<file path="config.mk">
export PLATFORM = sky130hd
export DESIGN_NAME = irq_pending_arbiter
export DESIGN_NICKNAME = d
export VERILOG_FILES = /design/src/rtl/irq_pq_pkg.sv /design/src/rtl/irq_wait_timer.sv /design/src/rtl/irq_min_select.sv /design/src/rtl/irq_pending_store.sv /design/src/rtl/irq_pending_arbiter.sv
export SDC_FILE = /design/constraint.sdc
export NUM_CORES = 2
export LEC_CHECK = 0
export BUFFER_PORTS_ARGS = -buffer_cell sky130_fd_sc_hd__buf_4
export CORE_MARGIN = 1.5
export CORE_UTILIZATION = 35
export CTS_BUF_LIST = sky130_fd_sc_hd__clkbuf_4 sky130_fd_sc_hd__clkbuf_8
export DETAILED_ROUTE_END_ITERATION = 12
export SLEW_MARGIN = 25
export SYNTH_ARGS = -nofsm -noshare
export SYNTH_HDL_FRONTEND = slang
export SYNTH_SLANG_ARGS = --single-unit
</file>
<file path="constraint.sdc">
create_clock -name clk -period 20.1 [get_ports clk]
set_clock_uncertainty 0.05 [all_clocks]
set_input_delay 1.005 -clock clk [delete_from_list [all_inputs] [get_ports clk]]
set_output_delay 1.005 -clock clk [all_outputs]
set_load 0.005 [all_outputs]
</file>
<file path="src/rtl/irq_pq_pkg.sv">
// Package: shared widths and helpers for the pending interrupt arbiter.
// Assumes vector and queue counts are powers of two.
package irq_pq_pkg;

    // Default number of vector numbers (vector 0 is reserved).
    localparam int DEF_NUM_VEC = 64;
    // Default queue depth; must be a power of two and >= DEF_NUM_VEC.
    localparam int DEF_DEPTH   = 64;
    // Default width of the latency counter.
    localparam int DEF_WAIT_W  = 3;

    // Action taken by the latency counter in one cycle.
    typedef enum logic [1:0] {
        WT_HOLD = 2'd0,
        WT_ARM  = 2'd1,
        WT_STEP = 2'd2
    } wait_act_e;

endpackage

</file>
<file path="src/rtl/irq_wait_timer.sv">
// Module: latency countdown for interrupt delivery.
// Applies, in order, the raise arm rule, the global-enable edge bump
// and the service rule, and flags the cycle in which delivery fires.
// Assumes WAIT_W >= 2 so that the re-arm value 2 fits.
module irq_wait_timer
    import irq_pq_pkg::*;
#(
    parameter int WAIT_W = DEF_WAIT_W
) (
    input  logic clk,
    input  logic rst_n,
    input  logic raise_arm,
    input  logic gie,
    input  logic svc_req,
    output logic fire
);
    localparam logic [WAIT_W-1:0] CNT_MAX = '1;
    localparam logic [WAIT_W-1:0] CNT_ONE = WAIT_W'(1);
    localparam logic [WAIT_W-1:0] CNT_TWO = WAIT_W'(2);

    logic [WAIT_W-1:0] cnt_q, cnt_d, after_raise, after_edge;
    logic              gie_shadow_q, gie_rise;
    wait_act_e         act;

    assign gie_rise = gie && !gie_shadow_q;

    // Purpose: combine the three counter rules in their fixed order.
    always_comb begin
        after_raise = (raise_arm && cnt_q == '0) ? CNT_ONE : cnt_q;
        after_edge  = (gie_rise && after_raise != CNT_MAX) ? after_raise + CNT_ONE : after_raise;
        if (!svc_req)                act = WT_HOLD;
        else if (after_edge == '0)   act = WT_ARM;
        else                         act = WT_STEP;
        fire  = 1'b0;
        cnt_d = after_edge;
        case (act)
            WT_ARM:  cnt_d = CNT_TWO;
            WT_STEP: begin
                cnt_d = after_edge - CNT_ONE;
                fire  = (after_edge == CNT_ONE);
            end
            default: cnt_d = after_edge;
        endcase
    end

    // Purpose: hold the counter and the shadow of the global enable.
    always_ff @(posedge clk) begin
        if (!rst_n) begin
            cnt_q        <= '0;
            gie_shadow_q <= 1'b0;
        end else begin
            cnt_q        <= cnt_d;
            gie_shadow_q <= gie;
        end
    end
endmodule

</file>
<file path="src/rtl/irq_min_select.sv">
// Module: finds the occupied queue slot with the lowest vector number.
// A balanced compare tree, one level per address bit; vector numbers
// in the queue are unique, so ties do not arise.
// Assumes DEPTH is a power of two.
module irq_min_select #(
    parameter int DEPTH = 64,
    parameter int VW    = 6
) (
    input  logic [DEPTH*VW-1:0]      slots,
    input  logic [DEPTH-1:0]         occ,
    output logic                     found,
    output logic [$clog2(DEPTH)-1:0] sel_idx,
    output logic [VW-1:0]            sel_vec
);
    localparam int PW = $clog2(DEPTH);

    for (genvar lv = 0; lv <= PW; lv++) begin : g_lvl
        localparam int N = DEPTH >> lv;
        logic [N-1:0]    f;
        logic [N*VW-1:0] v;
        logic [N*PW-1:0] x;
        if (lv == 0) begin : g_leaf
            for (genvar j = 0; j < N; j++) begin : g_n
                assign f[j]           = occ[j];
                assign v[j*VW +: VW]  = slots[j*VW +: VW];
                assign x[j*PW +: PW]  = PW'(j);
            end
        end else begin : g_node
            for (genvar j = 0; j < N; j++) begin : g_n
                logic          lf, rf, take_left;
                logic [VW-1:0] lvv, rvv;
                assign lf  = g_lvl[lv-1].f[2*j];
                assign rf  = g_lvl[lv-1].f[2*j+1];
                assign lvv = g_lvl[lv-1].v[(2*j)*VW +: VW];
                assign rvv = g_lvl[lv-1].v[(2*j+1)*VW +: VW];
                // Purpose: keep the occupied child with the smaller number.
                assign take_left = lf && (!rf || lvv <= rvv);
                assign f[j]          = lf || rf;
                assign v[j*VW +: VW] = take_left ? lvv : rvv;
                assign x[j*PW +: PW] = take_left ? g_lvl[lv-1].x[(2*j)*PW +: PW]
                                                 : g_lvl[lv-1].x[(2*j+1)*PW +: PW];
            end
        end
    end

    assign found   = g_lvl[PW].f[0];
    assign sel_vec = g_lvl[PW].v[VW-1:0];
    assign sel_idx = g_lvl[PW].x[PW-1:0];
endmodule

</file>
<file path="src/rtl/irq_pending_store.sv">
// Module: circular pending queue with per-vector pending marks.
// Push writes at the write cursor; pop removes an arbitrary slot by
// copying the head entry into it and advancing the read cursor.
// Assumes push and pop never target the same slot (the queue is never
// full because duplicates are refused upstream).
module irq_pending_store #(
    parameter int DEPTH   = 64,
    parameter int NUM_VEC = 64,
    parameter int VW      = 6
) (
    input  logic                     clk,
    input  logic                     rst_n,
    input  logic                     push,
    input  logic [VW-1:0]            push_vec,
    input  logic                     pop,
    input  logic [$clog2(DEPTH)-1:0] pop_idx,
    input  logic [VW-1:0]            pop_vec,
    output logic [DEPTH*VW-1:0]      slots,
    output logic [DEPTH-1:0]         occ,
    output logic                     empty,
    output logic [NUM_VEC-1:0]       marks
);
    localparam int PW = $clog2(DEPTH);

    logic [PW-1:0] rd_q, wr_q, count;
    logic [VW-1:0] head_vec;

    assign count    = wr_q - rd_q;
    assign empty    = (count == '0);
    assign head_vec = slots[rd_q*VW +: VW];

    for (genvar i = 0; i < DEPTH; i++) begin : g_slot
        logic [VW-1:0] q;
        logic [PW-1:0] off;
        assign off                = PW'(i) - rd_q;
        assign occ[i]             = (off < count);
        assign slots[i*VW +: VW]  = q;
        // Purpose: load a new entry or take the head entry on removal.
        always_ff @(posedge clk) begin
            if (push && wr_q == PW'(i))
                q <= push_vec;
            else if (pop && pop_idx == PW'(i))
                q <= head_vec;
        end
    end

    // Purpose: advance the cursors, wrapping modulo the depth.
    always_ff @(posedge clk) begin
        if (!rst_n) begin
            rd_q <= '0;
            wr_q <= '0;
        end else begin
            if (push) wr_q <= wr_q + PW'(1);
            if (pop)  rd_q <= rd_q + PW'(1);
        end
    end

    // Purpose: set the mark of a queued vector, clear it on removal.
    always_ff @(posedge clk) begin
        if (!rst_n) begin
            marks <= '0;
        end else begin
            if (pop)  marks[pop_vec]  <= 1'b0;
            if (push) marks[push_vec] <= 1'b1;
        end
    end
endmodule

</file>
<file path="src/rtl/irq_pending_arbiter.sv">
// Module: top of the pending interrupt queue arbiter.
// Accepts one raise per cycle, refuses vector 0 and vectors already
// pending, and on each service strobe lets the latency counter decide
// whether the lowest pending vector is delivered or dropped.
// Assumes NUM_VEC is a power of two and DEPTH >= NUM_VEC.
module irq_pending_arbiter
    import irq_pq_pkg::*;
#(
    parameter int NUM_VEC = DEF_NUM_VEC,
    parameter int DEPTH   = DEF_DEPTH,
    parameter int WAIT_W  = DEF_WAIT_W,
    localparam int VW     = $clog2(NUM_VEC),
    localparam int PW     = $clog2(DEPTH)
) (
    input  logic               clk,
    input  logic               rst_n,
    input  logic               raise_valid,
    input  logic [VW-1:0]      raise_vec,
    input  logic [NUM_VEC-1:0] vec_enable,
    input  logic               gie,
    input  logic               core_running,
    input  logic               svc_strobe,
    output logic               pend_any,
    output logic [NUM_VEC-1:0] pend_lines,
    output logic               svc_valid,
    output logic [VW-1:0]      svc_vec,
    output logic               wake_req
);
    logic                raise_ok, raise_arm, svc_req, fire, found, empty;
    logic [DEPTH*VW-1:0] slots;
    logic [DEPTH-1:0]    occ;
    logic [PW-1:0]       sel_idx;
    logic [VW-1:0]       sel_vec;
    logic                deliver;

    // Purpose: qualify a raise and the service attempt.
    assign raise_ok  = raise_valid && (raise_vec != '0) && !pend_lines[raise_vec];
    assign raise_arm = raise_ok && vec_enable[raise_vec];
    assign svc_req   = svc_strobe && !empty;
    assign deliver   = fire && found && vec_enable[sel_vec];
    assign pend_any  = !empty;

    irq_wait_timer #(.WAIT_W(WAIT_W)) u_timer (
        .clk       (clk),
        .rst_n     (rst_n),
        .raise_arm (raise_arm),
        .gie       (gie),
        .svc_req   (svc_req),
        .fire      (fire)
    );

    irq_pending_store #(.DEPTH(DEPTH), .NUM_VEC(NUM_VEC), .VW(VW)) u_store (
        .clk      (clk),
        .rst_n    (rst_n),
        .push     (raise_ok),
        .push_vec (raise_vec),
        .pop      (fire && found),
        .pop_idx  (sel_idx),
        .pop_vec  (sel_vec),
        .slots    (slots),
        .occ      (occ),
        .empty    (empty),
        .marks    (pend_lines)
    );

    irq_min_select #(.DEPTH(DEPTH), .VW(VW)) u_select (
        .slots   (slots),
        .occ     (occ),
        .found   (found),
        .sel_idx (sel_idx),
        .sel_vec (sel_vec)
    );

    // Purpose: register the delivery and the wake request.
    always_ff @(posedge clk) begin
        if (!rst_n) begin
            svc_valid <= 1'b0;
            svc_vec   <= '0;
            wake_req  <= 1'b0;
        end else begin
            svc_valid <= deliver;
            svc_vec   <= deliver ? sel_vec : '0;
            wake_req  <= raise_arm && !core_running;
        end
    end
endmodule

</file>
* Yosys cells after proc, flatten, opt, wreduce, memory -nomap -nowiden
Index checks and enable logic that the tools add are counted.
** Storage, ports and cells
- Output and inout bits :: 73
- Register bits after elaboration :: 472
- Input bits :: 76
** Operators by class
- Reductions and logical operators :: 467
- Shift operators :: 1
- Multiply operators :: 1
- Muxes and demuxes :: 273
- Equality and inequality tests :: 130
- $add $sub $neg :: 69
- Bitwise gates (word level) :: 3
- Order comparisons :: 131
** Operators by type and width (count)
- 2-to-1 mux 6 bit :: 222
- equality test 6 bit, second input constant :: 64
- < comparator 6 bit :: 64
- variable part select 384 x 10 -> 6 bit :: 1
- less-or-equal comparator 6 bit :: 63
- logical AND 1 bit :: 203
- equality test 6 x 5 -> 1 bit, second input constant :: 32
- 2-to-1 mux 64 bit :: 3
- subtractor 6 bit, first input constant :: 32
- nonzero test 2 bit :: 64
- logical OR 1 bit :: 126
- equality test 6 x 4 -> 1 bit, second input constant :: 16
- subtractor 5 x 6 -> 6 bit, first input constant :: 16
- zero test 1 bit :: 67
- AND 64 bit :: 1
- inverter 64 bit :: 1
- bitwise OR 64 bit :: 1
- equality test 6 x 3 -> 1 bit, second input constant :: 8
- subtractor 4 x 6 -> 6 bit, first input constant :: 8
- 2-to-1 mux 1 bit :: 38
- equality test 6 x 2 -> 1 bit, second input constant :: 4
- subtractor 3 x 6 -> 6 bit, first input constant :: 4
- binary-select mux 1 bit (select 6 bit) :: 3
- zero test 6 bit :: 3
- 21 further kinds :: 31

* Depth between registers and ports, before layout
- Depth in word-level cells :: 36
- Gate-level depth with buffers :: 83

* By module
Synthesis repeated with hierarchy kept, for this count alone.
** Second synthesis, totals
- Cells, all modules :: 5099
- Area, all modules :: 47917.2 um^2
** By module, submodules not included
- irq_pending_store :: instances 1, cells each 2745, area an instance 30389.1 um^2
- irq_min_select :: instances 1, cells each 2141, area an instance 15230.9 um^2
- irq_pending_arbiter :: instances 1, cells each 175, area an instance 1959.4 um^2
- irq_wait_timer :: instances 1, cells each 38, area an instance 337.8 um^2

* Worst setup path after synthesis
No wires, ideal clock.
- Path type :: register to register
- Start :: register u_store.rd_q[1]
- End :: register u_store.g_slot[0].q[0], enable pin
- Clock period less this slack :: 15767 ps
- Setup time :: 377 ps
- Cell stages (with the launch flop) :: 75
- Data required time :: 19673 ps
- Buffers on the path :: 9
- Data arrival time :: 15340 ps
- Setup slack :: 4333 ps
- Cell sequence :: dfxtp_1 clkbuf_1 buf_1 clkbuf_1 inv_1 ha_1 nor2b_1 o31a_1 a31oi_1 nand2_4 inv_2 clkbuf_1 buf_1 ha_1 a21oi_1 o21ai_1 mux2_2 ha_1 (+39 left out) nor2_1 a21oi_1 inv_1 ha_1 a21oi_1 maj3_1 inv_1 o2111a_1 a311oi_1 a21boi_2 nor2_2 a21oi_2 buf_6 buf_2 mux2i_1 nor2b_1 nand2_1 o21ai_0
** Between the ends
- Word-level cells in the longest chain between the ends :: 29
** Ends and longest elaborated chain
- from (decl) :: RTL line irq_pending_store.sv:25 : logic [PW-1:0] rd_q, wr_q, count;
- from (signal assigned) :: RTL line irq_pending_store.sv:54 : if (pop) rd_q <= rd_q + PW'(1);
- subtractor 1 x 6 -> 6 bit, or another cell as far along :: RTL line irq_pending_store.sv:35 : assign off = PW'(i) - rd_q;
- < comparator 6 bit :: RTL line irq_pending_store.sv:36 : assign occ[i] = (off < count);
- zero test 1 bit :: RTL line irq_min_select.sv:37 : assign take_left = lf && (!rf || lvv <= rvv);
- logical OR 1 bit :: RTL line irq_min_select.sv:37
- logical AND 1 bit :: RTL line irq_min_select.sv:37
- 2-to-1 mux 6 bit :: RTL line irq_min_select.sv:39 : assign v[j*VW +: VW] = take_left ? lvv : rvv;
- less-or-equal comparator 6 bit :: RTL line irq_min_select.sv:37
- logical OR 1 bit :: RTL line irq_min_select.sv:37
- (+13 left out)
- 2-to-1 mux 6 bit :: RTL line irq_min_select.sv:39
- less-or-equal comparator 6 bit :: RTL line irq_min_select.sv:37
- logical OR 1 bit :: RTL line irq_min_select.sv:37
- logical AND 1 bit :: RTL line irq_min_select.sv:37
- 2-to-1 mux 6 bit :: RTL line irq_min_select.sv:40 : assign x[j*PW +: PW] = take_left ? g_lvl[lv-1].x[(2*j)*PW +: PW]
- zero test 6 bit :: RTL line irq_pending_store.sv:42 : else if (pop && pop_idx == PW'(i))
- logical AND 1 bit (*) :: RTL line irq_pending_store.sv:42
- nonzero test 2 bit (no source line) (*)
- to (signal assigned) :: RTL line irq_pending_store.sv:41 : q <= push_vec;
- to (signal assigned) :: RTL line irq_pending_store.sv:43 : q <= head_vec;
- to (decl) :: RTL line irq_pending_store.sv:33 : logic [VW-1:0] q;
Mark *: on every way between the ends. The rest lies on a longest branch, timed or not.
A chain may end at the register's enable or synchronous reset.

* Final worst setup path
- Start :: register u_store.rd_q[0]
- End :: register svc_vec[2]
** Between the ends
- Word-level cells in the longest chain between the ends :: 30
** Ends and longest elaborated chain
- subtractor 1 x 6 -> 6 bit, or another cell as far along :: RTL line irq_pending_store.sv:35
- < comparator 6 bit :: RTL line irq_pending_store.sv:36
- zero test 1 bit :: RTL line irq_min_select.sv:37
- logical OR 1 bit :: RTL line irq_min_select.sv:37
- logical AND 1 bit :: RTL line irq_min_select.sv:37
- 2-to-1 mux 6 bit :: RTL line irq_min_select.sv:39
- less-or-equal comparator 6 bit :: RTL line irq_min_select.sv:37
- logical OR 1 bit :: RTL line irq_min_select.sv:37
- (+14 left out)
- less-or-equal comparator 6 bit :: RTL line irq_min_select.sv:37
- logical OR 1 bit :: RTL line irq_min_select.sv:37
- logical AND 1 bit :: RTL line irq_min_select.sv:37
- 2-to-1 mux 6 bit :: RTL line irq_min_select.sv:39
- binary-select mux 1 bit (select 6 bit) :: RTL line irq_pending_arbiter.sv:40 : assign deliver = fire && found && vec_enable[sel_vec];
- 2-to-1 mux 1 bit (not written as such) :: RTL line irq_pending_arbiter.sv:40
- logical AND 1 bit :: RTL line irq_pending_arbiter.sv:40
- AND reduction 2 bit (no source line)
- to (signal assigned) :: RTL line irq_pending_arbiter.sv:82 : svc_vec <= deliver ? sel_vec : '0;
- to (decl) :: RTL line irq_pending_arbiter.sv:26 : output logic [VW-1:0] svc_vec,
Several ways; a longest one is shown, not always the timed one. The select of a mux whose other input is x is not followed.

==> metrics <==
maximum clock path buffer count=3; Worst Hold Class=input pin to flip-flop; final setup margin=1.85 ns; post-synthesis sequential area ratio=0.297; Syn Nets=roughly 5100; post-route ant nets=0; Final setup viols=0; unrepaired setup endpoints after global routing=no; required time worst endpoint=slightly above 20 ns; Tightest Pin Transition=~1.1 ns; Critical Path Start Type=flip-flop; outcome=finished clean; drt pass-1 iters=8; Crit-path slowest cell=dfxtp_4; Vias per Instance=about 6.0; pre-CTS setup slack=around 2.2 ns; post-CTS sizing=0; clock latency on the worst-skew pair=~0.75 ns; Max-slew headroom=0.260; I/O Pins=149; Yosys reg bits=472; initial DRC count=between 4000 and 5000; RR Startpoint=u_store.rd_q[0]; row count=between 100 and 150; Core Region=between 100000 and 150000 µm²; share of cells above drive strength 1=0.220; Post-synth ARST share=0; max-capacitance violation count=0; DRC=0; Post-Synthesis Cells=roughly 4500; postcts setup bufs=0; Fillers=around 12000; Worst Hold Launch=gie; # hold bufs at CTS=0; port bufs=around 150; CTS buffer count=84; clock root cell=clkbuf_8; Post-synth EDFFs=384; kind of critical path=flip-flop to flip-flop; placed inst area=47200 µm²; routability cong.=roughly 0.98; CP Launch Point=u_store.rd_q[0]; CTS tree=built; initial antenna violation count=7; Die Footprint=130000 µm²; leading cell types in the layout, fill and taps excluded=ha_1 (468), mux2_2 (442), inv_1 (401); Final Cycle Share=0.908; commonest non-fill, non-tap cell in the layout=ha_1; total wire length=165000 µm; Final Hold Vio Count=0; crit path time final=18.25 ns; Mapped Area=44700 µm²; clock-pin slew on the worst setup and hold paths=approximately 0.060 ns; die span in x=360 µm; Layout Nets=between 5000 and 6000; Final Util=0.388; final instance area=49000 µm²; Max Clk Rate=roughly 55 MHz; Critical Path AT=around 19 ns; CTS Sinks=472; capturing element type of the critical path=flip-flop; synth warn=0; Wirelength per Cell=~26 µm; Area Overhead vs Synth=9.60%; Mapped Avg Cell Area=between 9 and 10 µm²; Die Ht=approximately 360 µm; Global Route Usage Sum=0.246; Congestion Overflow GR=0; CTS H-tree lvls=3; routed via count=38014; first-pass GRT wire length=241000 µm; HPWL Detailed=roughly 120000 µm; crit path max fanout=between 60 and 70; max-slew violation count=0; Max stage delay on crit path=0.99 ns; setup TNS=0 ns; library cells used by synthesis=between 100 and 150; vias in the first global route=roughly 36000; Initial Utilization=0.354; largest net degree at the start of global routing=84; most frequent CP cell=ha_1; top_reg_cell synth=edfxtp_1
metal layers:
metal	share of wire	GRT usage
met3	0.088	0.0472
met5	0.00028	0
met1	0.41	0.322
met2	0.45	0.393
met4	0.044	0.107
kinds of logic after synthesis:
family                     Yosys count  share of synthesized area
AOI/OAI and AO/OA                 1102                      0.160
xor gates and xnor gates            85                     0.0170
adders and majority gates          496                      0.138
buffers and inverters              634                     0.0559
DFF                                472                      0.297
muxes                              760                      0.219
and+or+nand+nor                    993                      0.112
cell usage after synthesis, drive strengths merged, types with 79 or more instances:
cell,number,area share
ha,468,0.13
mux2,447,0.11
inv,406,0.034
edfxtp,384,0.26
o21ai,334,0.038
nand2,263,0.023
a21oi,236,0.028
nor2,229,0.019
mux2i,186,0.042
clkbuf,185,0.016
mux4,127,0.064
o22ai,100,0.014
o21a,94,0.016
dfxtp,88,0.039
nor2b,87,0.012
nand3,80,0.0091
and2,79,0.011
layout make-up:
class | count | area (µm²) | share of cell area
Clock inverter | 41 | 348 | 0.00710
Clock buffer | 108 | 1380 | 0.0282
Antenna cell | 3 | 7.51 | 0.000153
Inverter | 406 | 1520 | 0.0311
Timing Repair Buffer | 190 | 1430 | 0.0291
Multi-Input combinational cell | 3436 | 28900 | 0.591
Tap cell | 1650 | 2060 | 0.0421
Sequential cell | 472 | 13300 | 0.272
registers in the layout, indices dropped and copies added (netlist names):
register,count
svc_vec,6
svc_valid,1
u_timer.cnt_q,3
u_store.rd_q,6
u_store.marks,64
u_store.g_slot.q,384
u_timer.gie_shadow_q,1
wake_req,1
u_store.wr_q,6
critical path: cells and delay by family, from the launching register on:
family / cells / cell delay [ns]
xor+xnor: 1 / 0.65
simple gates: 17 / 3.42
mux: 6 / 2.77
fa+ha+maj: 9 / 2.75
compound gates: 26 / 6.71
buf+inv: 6 / 0.74
flops: 1 / 0.99
worst paths after layout:
kind / endpoint / slack [ns] / cells past startpoint
setup / recovery: svc_vec[2] / 1.85 / 65
hold / removal: u_timer.gie_shadow_q / 0.42 / 2
hold reg to reg: u_store.marks[0] / 0.46 / 1
setup reg to reg: svc_vec[2] / 1.85 / 65
per-stage QoR:
step,hold slack [ns],cells
2_1_floorplan,0.411,4542
3_3_place_gp,0.438,6154
3_5_place_dp,0.448,6154
4_1_cts,0.383,6303
5_1_grt,0.390,6306
6_report,0.423,6306
Power is not shown: default switching activity piles up to over one toggle a cycle in this logic, so the estimate is an artifact.
